$ cat src/rtl/lq_pkg.sv
package lq_pkg;

    typedef enum logic [1:0] {
        ST_IDLE   = 2'd0,
        ST_WINDOW = 2'd1,
        ST_STAB   = 2'd2,
        ST_REPORT = 2'd3
    } lq_state_e;

    typedef enum logic [1:0] {
        EVT_NONE  = 2'b00,
        EVT_REV   = 2'b01,
        EVT_RING  = 2'b10,
        EVT_TRANS = 2'b11
    } lq_class_e;

    localparam int LQ_NUM_INPUTS = 4;
    localparam int LQ_SETTLE_W   = 2;

endpackage

$ cat src/rtl/lq_sync2.sv
module lq_sync2 #(
    parameter int WIDTH = 1
) (
    input  logic             clk,
    input  logic             rst_n,
    input  logic [WIDTH-1:0] d,
    output logic [WIDTH-1:0] q
);

    logic [WIDTH-1:0] meta_q, meta_d;
    logic [WIDTH-1:0] sync_q, sync_d;

    always_comb begin
        meta_d = d;
        sync_d = meta_q;
    end

    always_ff @(posedge clk or negedge rst_n) begin
        if (!rst_n) begin
            meta_q <= '0;
            sync_q <= '0;
        end else begin
            meta_q <= meta_d;
            sync_q <= sync_d;
        end
    end

    assign q = sync_q;

endmodule

$ cat src/rtl/lq_tick_cnt.sv
module lq_tick_cnt #(
    parameter int LIMIT = 100
) (
    input  logic clk,
    input  logic rst_n,
    input  logic clr,
    input  logic inc,
    output logic at_last
);

    localparam int CW = $clog2(LIMIT + 1);
    localparam logic [CW-1:0] LAST = CW'(LIMIT - 1);

    logic [CW-1:0] cnt_q, cnt_d;

    always_comb begin
        cnt_d = cnt_q;
        if (clr) begin
            cnt_d = '0;
        end else if (inc && (cnt_q != LAST)) begin
            cnt_d = cnt_q + 1'b1;
        end
    end

    always_ff @(posedge clk or negedge rst_n) begin
        if (!rst_n) begin
            cnt_q <= '0;
        end else begin
            cnt_q <= cnt_d;
        end
    end

    assign at_last = (cnt_q == LAST);

    // tick counters never run past their limit
    assert_cnt_in_range_R4: assert property (@(posedge clk) disable iff (!rst_n)
        cnt_q < CW'(LIMIT));

endmodule

$ cat src/rtl/line_evt_qualifier.sv
module line_evt_qualifier
    import lq_pkg::*;
#(
    parameter int WIN_MS   = 100,
    parameter int STAB_MS  = 50,
    parameter int QUIET_MS = 10
) (
    input  logic       clk,
    input  logic       rst_n,
    input  logic       tick_ms,
    input  logic       act_raw,
    input  logic       pol_raw,
    input  logic       liu_raw,
    input  logic       ring_ok_raw,
    output logic       evt_valid,
    output logic [1:0] evt_class,
    output logic       rev_pulse,
    output logic       pol_stable
);

    localparam logic [LQ_SETTLE_W-1:0] SETTLE_DONE = '1;

    typedef struct packed {
        lq_state_e               state;
        lq_class_e               cls;
        logic                    valid;
        logic                    rev;
        logic                    pol;
        logic                    act_prev;
        logic                    ring_seen;
        logic                    liu_seen;
        logic [LQ_SETTLE_W-1:0]  settle;
    } lq_regs_t;

    lq_regs_t r_q, r_d;

    // synchronized detector levels
    logic [LQ_NUM_INPUTS-1:0] sync_vec;
    logic act_s, pol_s, liu_s, ring_s;

    lq_sync2 #(.WIDTH(LQ_NUM_INPUTS)) u_sync (
        .clk   (clk),
        .rst_n (rst_n),
        .d     ({act_raw, pol_raw, liu_raw, ring_ok_raw}),
        .q     (sync_vec)
    );

    assign {act_s, pol_s, liu_s, ring_s} = sync_vec;

    // tick counters for window, quiet time and stability time
    logic win_clr, win_inc, win_last;
    logic quiet_clr, quiet_inc, quiet_last;
    logic stab_clr, stab_inc, stab_last;

    always_comb begin
        win_clr   = (r_q.state != ST_WINDOW);
        win_inc   = (r_q.state == ST_WINDOW) && tick_ms;
        quiet_clr = (r_q.state != ST_WINDOW) || act_s;
        quiet_inc = (r_q.state == ST_WINDOW) && tick_ms && !act_s;
        stab_clr  = (r_q.state != ST_STAB);
        stab_inc  = (r_q.state == ST_STAB) && tick_ms;
    end

    lq_tick_cnt #(.LIMIT(WIN_MS)) u_win_cnt (
        .clk(clk), .rst_n(rst_n), .clr(win_clr), .inc(win_inc), .at_last(win_last)
    );

    lq_tick_cnt #(.LIMIT(QUIET_MS)) u_quiet_cnt (
        .clk(clk), .rst_n(rst_n), .clr(quiet_clr), .inc(quiet_inc), .at_last(quiet_last)
    );

    lq_tick_cnt #(.LIMIT(STAB_MS)) u_stab_cnt (
        .clk(clk), .rst_n(rst_n), .clr(stab_clr), .inc(stab_inc), .at_last(stab_last)
    );

    function automatic lq_class_e classify(input logic ring_hit, input logic liu_hit);
        if (ring_hit)     return EVT_RING;
        else if (liu_hit) return EVT_TRANS;
        else              return EVT_NONE;
    endfunction

    logic settled;
    logic act_rise;
    logic ring_acc, liu_acc;

    always_comb begin
        settled  = (r_q.settle == SETTLE_DONE);
        act_rise = act_s && !r_q.act_prev;
        ring_acc = r_q.ring_seen || ring_s;
        liu_acc  = r_q.liu_seen || liu_s;

        r_d          = r_q;
        r_d.valid    = 1'b0;
        r_d.rev      = 1'b0;
        r_d.act_prev = act_s;

        // the stable polarity follows the synchronizer until it has filled
        if (!settled) begin
            r_d.settle = r_q.settle + 1'b1;
            r_d.pol    = pol_s;
        end

        unique case (r_q.state)
            ST_IDLE: begin
                if (settled && act_rise) begin
                    r_d.state     = ST_WINDOW;
                    r_d.ring_seen = 1'b0;
                    r_d.liu_seen  = 1'b0;
                end
            end

            ST_WINDOW: begin
                if (tick_ms) begin
                    r_d.ring_seen = ring_acc;
                    r_d.liu_seen  = liu_acc;
                    if (pol_s != r_q.pol) begin
                        r_d.state = ST_STAB;
                    end else if (win_last || (quiet_last && !act_s)) begin
                        r_d.state = ST_REPORT;
                        r_d.valid = 1'b1;
                        r_d.cls   = classify(ring_acc, liu_acc);
                    end
                end
            end

            ST_STAB: begin
                // ring and line-in-use are deliberately not sampled here
                if (tick_ms) begin
                    if (pol_s == r_q.pol) begin
                        r_d.state = ST_REPORT;
                        r_d.valid = 1'b1;
                        r_d.cls   = EVT_TRANS;
                    end else if (stab_last) begin
                        r_d.state = ST_REPORT;
                        r_d.valid = 1'b1;
                        r_d.rev   = 1'b1;
                        r_d.cls   = EVT_REV;
                        r_d.pol   = pol_s;
                    end
                end
            end

            ST_REPORT: begin
                if (act_s) begin
                    r_d.state     = ST_WINDOW;
                    r_d.ring_seen = 1'b0;
                    r_d.liu_seen  = 1'b0;
                end else begin
                    r_d.state = ST_IDLE;
                end
            end

            default: r_d.state = ST_IDLE;
        endcase
    end

    always_ff @(posedge clk or negedge rst_n) begin
        if (!rst_n) begin
            r_q.state     <= ST_IDLE;
            r_q.cls       <= EVT_NONE;
            r_q.valid     <= 1'b0;
            r_q.rev       <= 1'b0;
            r_q.pol       <= 1'b0;
            r_q.act_prev  <= 1'b0;
            r_q.ring_seen <= 1'b0;
            r_q.liu_seen  <= 1'b0;
            r_q.settle    <= '0;
        end else begin
            r_q <= r_d;
        end
    end

    assign evt_valid  = r_q.valid;
    assign evt_class  = r_q.cls;
    assign rev_pulse  = r_q.rev;
    assign pol_stable = r_q.pol;

    // a reversal strobe always comes with a reversal report
    assert_rev_has_report_R5: assert property (@(posedge clk) disable iff (!rst_n)
        rev_pulse |-> (evt_valid && evt_class == EVT_REV));

    // a reversal report always carries the strobe
    assert_rev_report_strobe_R5: assert property (@(posedge clk) disable iff (!rst_n)
        (evt_valid && evt_class == EVT_REV) |-> rev_pulse);

    // once settled, the stable polarity moves only on a confirmed reversal
    assert_pol_moves_on_rev_R7: assert property (@(posedge clk) disable iff (!rst_n)
        (settled && $past(settled) && (pol_stable != $past(pol_stable))) |-> rev_pulse);

    // a report lasts a single cycle
    assert_valid_one_cycle_R10: assert property (@(posedge clk) disable iff (!rst_n)
        evt_valid |=> !evt_valid);

    // the class holds between reports
    assert_class_holds_R10: assert property (@(posedge clk) disable iff (!rst_n)
        !evt_valid |-> (evt_class == $past(evt_class)));

endmodule

$ cat config.mk
export PLATFORM = sky130hd
export DESIGN_NAME = line_evt_qualifier
export DESIGN_NICKNAME = d
export VERILOG_FILES = /design/src/rtl/lq_pkg.sv /design/src/rtl/lq_sync2.sv /design/src/rtl/lq_tick_cnt.sv /design/src/rtl/line_evt_qualifier.sv
export SDC_FILE = /design/constraint.sdc
export NUM_CORES = 1
export LEC_CHECK = 0
export ABC_CLOCK_PERIOD_IN_PS = 2200
export BUFFER_PORTS_ARGS = -buffer_cell sky130_fd_sc_hd__clkbuf_2
export CAP_MARGIN = 40
export CORE_UTILIZATION = 40
export CTS_CLUSTER_SIZE = 12
export DETAILED_ROUTE_END_ITERATION = 12
export PLACE_DENSITY = 0.65
export SLEW_MARGIN = 25
export SYNTH_ARGS = -nofsm -noshare
export SYNTH_HDL_FRONTEND = slang
export SYNTH_SLANG_ARGS = --single-unit
export TNS_END_PERCENT = 5
$ cat constraint.sdc
create_clock -name clk -period 2.2 [get_ports clk]
set_input_delay 0.22 -clock clk [delete_from_list [all_inputs] [get_ports clk]]
set_output_delay 0.22 -clock clk [all_outputs]
set_load 0.02 [all_outputs]
==> reports/metrics.yaml, run 1 <==
critical_path:
  worstPathArrival_ns: 2.21
  r2r-end: "evt_class[1]"
  required_ns: 2.38
  slowest_stage: "o32a_1"
  critical_path_class: "reg2reg"
  critPathTopFamily: "compound AO/OA/AOI/OAI gates"
  r2r_start: "u_win_cnt.cnt_q[0]"
  startpoint: "u_win_cnt.cnt_q[0]"
  critPathBufInv: 0
  start_kind: "flip-flop"
  path_max_fanout: 5
  worstSetupPathDepth: 6
  critPathCaptureType: "flip-flop"
  reg2regPathDepth: 6
  max_stage_delay_ns: 0.42
  crit_path_cell_trace: "ha_1 > nand2_1 > o32a_1 > o21a_1 > nor3b_2 > mux2_1"
  r2r_slack_ns: 0.17
min_path:
  hold_path_class: "in2reg"
  worstHoldEndpoint: "u_sync.meta_q[2]"
  min_path_cells: 1
  min_from: "pol_raw"
timing:
  finalCritPeriodShare_pct: 92.3
  fin_tns_setup_ns: 0
  clock.fmax_mhz: 493
  tightestPinTransition_ns: 0.527
  rsz0062_at_grt: "false"
  final_hold_viol_count: 0
  skew_ns: 0.00411
  post-route-min-period_ns: 2.03
  slew_headroom_pct: 64.0
  setup_viol: 0
  maxSlewViolCount: 0
clocking:
  cts_tree: "yes"
  numCtsBuffers: 5
  root_buffer: "clkbuf_8"
  hold_buffers: 1
  h-tree-depth: 2
  clk_pin_slew_ns: 0.08
  clkSinkCount: 37
  post_cts_buffers: 0
  postCtsResizedCells: 0
  cts_max_path_buffers: 2
  clock_latency_ns: 0.29
floorplanning:
  ios: 12
  rows: 24
  die-area_sq_um: 4800
  dieHeight_microns: 69.3
  die_w_microns: 69.3
  design.core.area_sq_um: 4350
  initial_core_util_pct: 41.6
route:
  avgRoutedWirePerCell_microns: 13.7
  drt_iter0_drc: 28
  vias: 1270
  drc: 0
  vias_per_cell: 5.38
  routed_wl_microns: 3230
  drtPass1Iterations: 4
  ant_nets: 0
yosys:
  yosysSeqAreaShare_pct: 51.1
  async_reset_ff_share_pct: 100
  avgSynthCellArea_sq_um: 10.9
  ys_ff_latch: 37
  post-synth-top-count-cell: "dfrtp_1"
  synthCells: 166
  syn_nets: 185
  synth_edf_count: 0
  yosys_warnings: 0
  synth.top_cell.area_share_pct: 51.1
  yosys.cell_types.count: 42
  netlist_area_sq_um: 1810
  synthTopCellsByCount: "37 x dfrtp_1, 14 x nor2_1, 13 x nand2_1, 12 x ha_1, 11 x a21oi_1"
  ys.flop_type: "dfrtp_1"
  synth_area_leaders: "dfrtp_1 51%, ha_1 8.3%, a21oi_1 3.0%, nor2_1 2.9%, nand2_1 2.7%"
  yosys.area.top_type: "dfrtp_1"
final_layout:
  fillers: 390
  design_area_sq_um: 2070
  diodes: 0
  nNetsFinal: 202
  area_growth_pct: 14.4
  drive_above_1_share_pct: 15.8
power_and_ir_drop:
  p_leak_nw: 0.931
  peakVddDrop_mv: 0.465
  p_per_area_nw_per_um2: 947
flow_run:
  cap_viol_max_count: 0
global_routing:
  grt_antenna_before_repair: 0
  grt_max_degree: 26
  grt_pass1_wl_microns: 5440
  grtUsageTotal_pct: 14.6
  first_global_vias: 1286
  overflow: 0
placement:
  io_buffers: 11
  dp_hpwl_microns: 2410
  place_area_sq_um: 1950
  gp_congestion: 0.861
outcome:
  run_status: "complete, no violations"
worst reg2reg max path: cells and delay by family (launching register included):
family | cells | cell delay (ns)
multiplexers | 1 | 0.34
flip-flops | 1 | 0.41
AO/OA/AOI/OAI | 2 | 0.62
AND/OR/NAND/NOR | 2 | 0.34
adder cells (fa/ha/maj) | 1 | 0.21
worst max path at each step:
| stage | endpoint | slack, ns |
|---|---|---|
| after floorplan | evt_class[0] | 0.32 |
| after global placement | evt_class[0] | 0.22 |
| after detailed placement | evt_class[1] | 0.18 |
| after CTS | evt_class[1] | 0.16 |
| after global routing | evt_class[1] | 0.06 |
| final | evt_class[1] | 0.17 |
area by class of cell:
class	count	area, sq um	area share [%]
Timing Repair Buffer	15	108	5.19
Clock buffer	5	68.8	3.32
Sequential cell	37	926	44.7
Multi-Input combinational cell	118	837	40.4
Tap cell	52	65.1	3.14
Clock inverter	3	46.3	2.23
Inverter	6	22.5	1.09
power breakdown:
group	leakage [nW]	total, W	internal (W)	switching, W
sequential	0.476	0.000827	0.000757	0.0000699
clock	0.0543	0.000593	0.000339	0.000254
combinational	0.401	0.000544	0.000229	0.000316
total	0.931	0.00196	0.00132	0.000639
metal layers:
metal | GRT usage [%] | vias up | routed length [microns]
met4 | 8.62 | 0 | 81
met5 | 0 | - | 0
met2 | 24.3 | 26 | 1620
met3 | 3.92 | 9 | 98
li1 | - | 613 | -
met1 | 16.9 | 622 | 1430
layout by cell type, fill, tap and decap left out, drive strengths merged, types with 2 or more instances in the layout:
master / count
dfrtp: 37
clkbuf: 16
nor2: 14
nand2: 13
ha: 12
a21oi: 11
inv: 6
nand4: 6
o21ai: 6
xor2: 5
xnor2: 5
and2: 5
mux2: 5
or3: 4
nor3b: 3
buf: 3
or2: 2
o21a: 2
a211o: 2
mux2i: 2
nor4: 2
nor2b: 2
nand2b: 2
nor3: 2
cell families (layout without fill, tap and decap cells):
group	after synthesis	after routing	share of synthesized area [%]
simple gates	59	59	17.7
flops	37	37	51.1
compound gates	30	30	11.2
fa+ha+maj	12	12	8.29
buf+inv	11	29	2.69
xor+xnor	10	10	4.83
mux	7	7	4.21
metrics by stage:
step	power, W	hold WS [ns]	setup slack (ns)	instances	util [%]
finish	0.00196	0.0281	0.170	236	47.6
global route	0.00208	0.0133	0.0643	236	47.6
CTS	0.00198	0.0186	0.158	236	47.6
detailed placement	0.00138	0.165	0.183	227	44.7
global placement	0.00136	0.330	0.221	226	44.1
floorplan	0.00123	-0.0756	0.320	166	-
registers in the layout, summed over array words and instances, names as in the netlist:
register / cells
evt_class: 2
evt_valid: 1
pol_stable: 1
r_q: 7
rev_pulse: 1
u_quiet_cnt.cnt_q: 4
u_stab_cnt.cnt_q: 6
u_sync.meta_q: 4
u_sync.q: 4
u_win_cnt.cnt_q: 7
Power figures use the tool's default switching activity.
==> run 2: changes to the inputs <==
ABC_CLOCK_PERIOD_IN_PS = 2500   (was 2200)
clock period = 2.5 ns   (was 2.2 ns; I/O delays follow)
==> run 2 against run 1 <==
Non-clock buffer count shrank 1. Power shrank 8.0%. Clock-buffer cell count is the same. Final area grew 0.54%. Hold slack gained 0.045 ns. Sequential share of layout area shrank 0.24 points. Wire length grew 2.8%. Critical endpoint is now evt_class[0]. Global-route usage grew 0.62 points. Highest routed layer unchanged. Largest cell class unchanged. Sequential power shrank 12%. Core utilization grew 0.26 points. Cell count shrank 0.42%.
==> reports/metrics.yaml, run 2 (same netlist as run 1, synthesis figures left out) <==
placement:
  place_area_sq_um: 1940
  dp_cells: 226
  dp_hpwl_microns: 2490
  io_buffers: 11
  gp_congestion: 0.957
floorplanning:
  die-area_sq_um: 4800
  dieHeight_microns: 69.3
  rows: 24
  design.core.area_sq_um: 4350
  die_w_microns: 69.3
  ios: 12
  initial_core_util_pct: 41.6
route:
  ant_nets: 0
  drtPass1Iterations: 4
  routed_wl_microns: 3320
  vias_per_cell: 5.36
  drc: 0
  avgRoutedWirePerCell_microns: 14.1
  drt_iter0_drc: 65
  vias: 1260
global_routing:
  overflow: 0
  grt_antenna_before_repair: 0
  grt_pass1_wl_microns: 5740
  grtUsageTotal_pct: 15.3
  first_global_vias: 1243
  grt_max_degree: 23
critical_path:
  start_kind: "flip-flop"
  critPathBufInv: 0
  critical_path_class: "reg2reg"
  r2r_slack_ns: 0.44
  worstPathArrival_ns: 2.28
  critPathTopFamily: "compound AO/OA/AOI/OAI gates"
  critPathCaptureType: "flip-flop"
  reg2regPathDepth: 6
  crit_path_cell_trace: "ha_1 > nand2_1 > o32a_1 > or3_4 > o41ai_2 > mux2_1"
  max_stage_delay_ns: 0.42
  r2r_start: "u_win_cnt.cnt_q[0]"
  r2r-end: "evt_class[0]"
  slowest_stage: "o32a_1"
  path_max_fanout: 5
  required_ns: 2.72
power_and_ir_drop:
  p_leak_nw: 0.940
  peakVddDrop_mv: 0.644
  p_per_area_nw_per_um2: 867
timing:
  fin_tns_setup_ns: 0
  finalCritPeriodShare_pct: 82.3
  rsz0062_at_grt: "false"
  final_hold_viol_count: 0
  slew_headroom_pct: 64.0
  skew_ns: 0.00283
  maxSlewViolCount: 0
  tightestPinTransition_ns: 0.527
  clock.fmax_mhz: 486
  setup_viol: 0
  post-route-min-period_ns: 2.06
clocking:
  cts_max_path_buffers: 2
  clk_pin_slew_ns: 0.07
  numCtsBuffers: 5
  postCtsResizedCells: 0
  h-tree-depth: 2
  cts_tree: "yes"
  clock_latency_ns: 0.28
  post_cts_buffers: 0
  root_buffer: "clkbuf_8"
  clkSinkCount: 37
min_path:
  min_path_cells: 1
  hold_path_class: "in2reg"
  min_from: "liu_raw"
  worstHoldEndpoint: "u_sync.meta_q[1]"
final_layout:
  fillers: 381
  drive_above_1_share_pct: 15.3
  area_growth_pct: 15.1
  nNetsFinal: 201
  layout_commonest_cell: "dfrtp_1"
  layout_common_cells: "37 x dfrtp_1, 14 x nor2_1, 13 x nand2_1, 12 x ha_1"
  diodes: 0
  design_area_sq_um: 2080
  fin_cells: 235
  reg_top3: "r_q x7, u_win_cnt.cnt_q x7, u_stab_cnt.cnt_q x6"
outcome:
  run_status: "complete, no violations"
flow_run:
  cap_viol_max_count: 0
==> run 2: worst reg2reg max path: cells and delay by family, from the launching register on <==
family | cells | cell delay [ns]
multiplexers | 1 | 0.18
AO/OA/AOI/OAI | 2 | 0.69
AND/OR/NAND/NOR | 2 | 0.52
adder cells (fa/ha/maj) | 1 | 0.21
flip-flops | 1 | 0.40
==> run 2: power by group <==
group	internal (W)	switching [W]	total [W]
sequential	0.000666	0.0000625	0.000729
clock	0.000396	0.000205	0.000601
combinational	0.000197	0.000280	0.000477
total	0.00126	0.000547	0.00181
==> run 2: worst max-delay path by stage <==
stage | depth (start not counted) | from | endpoint | slack [ns]
6_report | 6 | u_win_cnt.cnt_q[0] | evt_class[0] | 0.44
3_5_place_dp | 6 | u_win_cnt.cnt_q[0] | evt_class[0] | 0.45
2_1_floorplan | 6 | u_win_cnt.cnt_q[0] | evt_class[0] | 0.62
5_1_grt | 6 | u_win_cnt.cnt_q[0] | evt_class[0] | 0.33
4_1_cts | 6 | u_win_cnt.cnt_q[0] | evt_class[0] | 0.44
3_3_place_gp | 6 | u_win_cnt.cnt_q[0] | evt_class[0] | 0.53
==> run 2: metrics by stage <==
stage	setup WS (ns)	hold WS [ns]	utilization [%]	power (W)
floorplan	0.620	-0.0456	-	0.00108
global placement	0.530	0.334	43.9	0.00119
detailed placement	0.452	0.233	44.6	0.00122
CTS	0.436	0.0640	47.9	0.00182
global route	0.325	0.0573	47.9	0.00192
finish	0.442	0.0727	47.9	0.00181
==> run 2: metal layers <==
layer | global-route usage (%) | routed length (microns)
met1 | 19.2 | 1400
met2 | 25.7 | 1720
met3 | 3.92 | 177
met4 | 4.76 | 29
met5 | 0 | 0
==> run 2: layout make-up <==
cell class / count / area, sq um / area share, %
sequential: 37 / 926 / 44.4
multi-input combinational: 118 / 837 / 40.2
timing repair buffer: 14 / 100 / 4.80
clock buffer: 5 / 68.8 / 3.30
clock inverter: 3 / 65.1 / 3.12
tap: 52 / 65.1 / 3.12
inverter: 6 / 22.5 / 1.08
==> run 2: repair_timing <==
item / in CTS / in global routing
hold endpoints to repair: 15 / 0
hold buffers: 1 / 0
endpoints found under the setup margin: 0 / 0
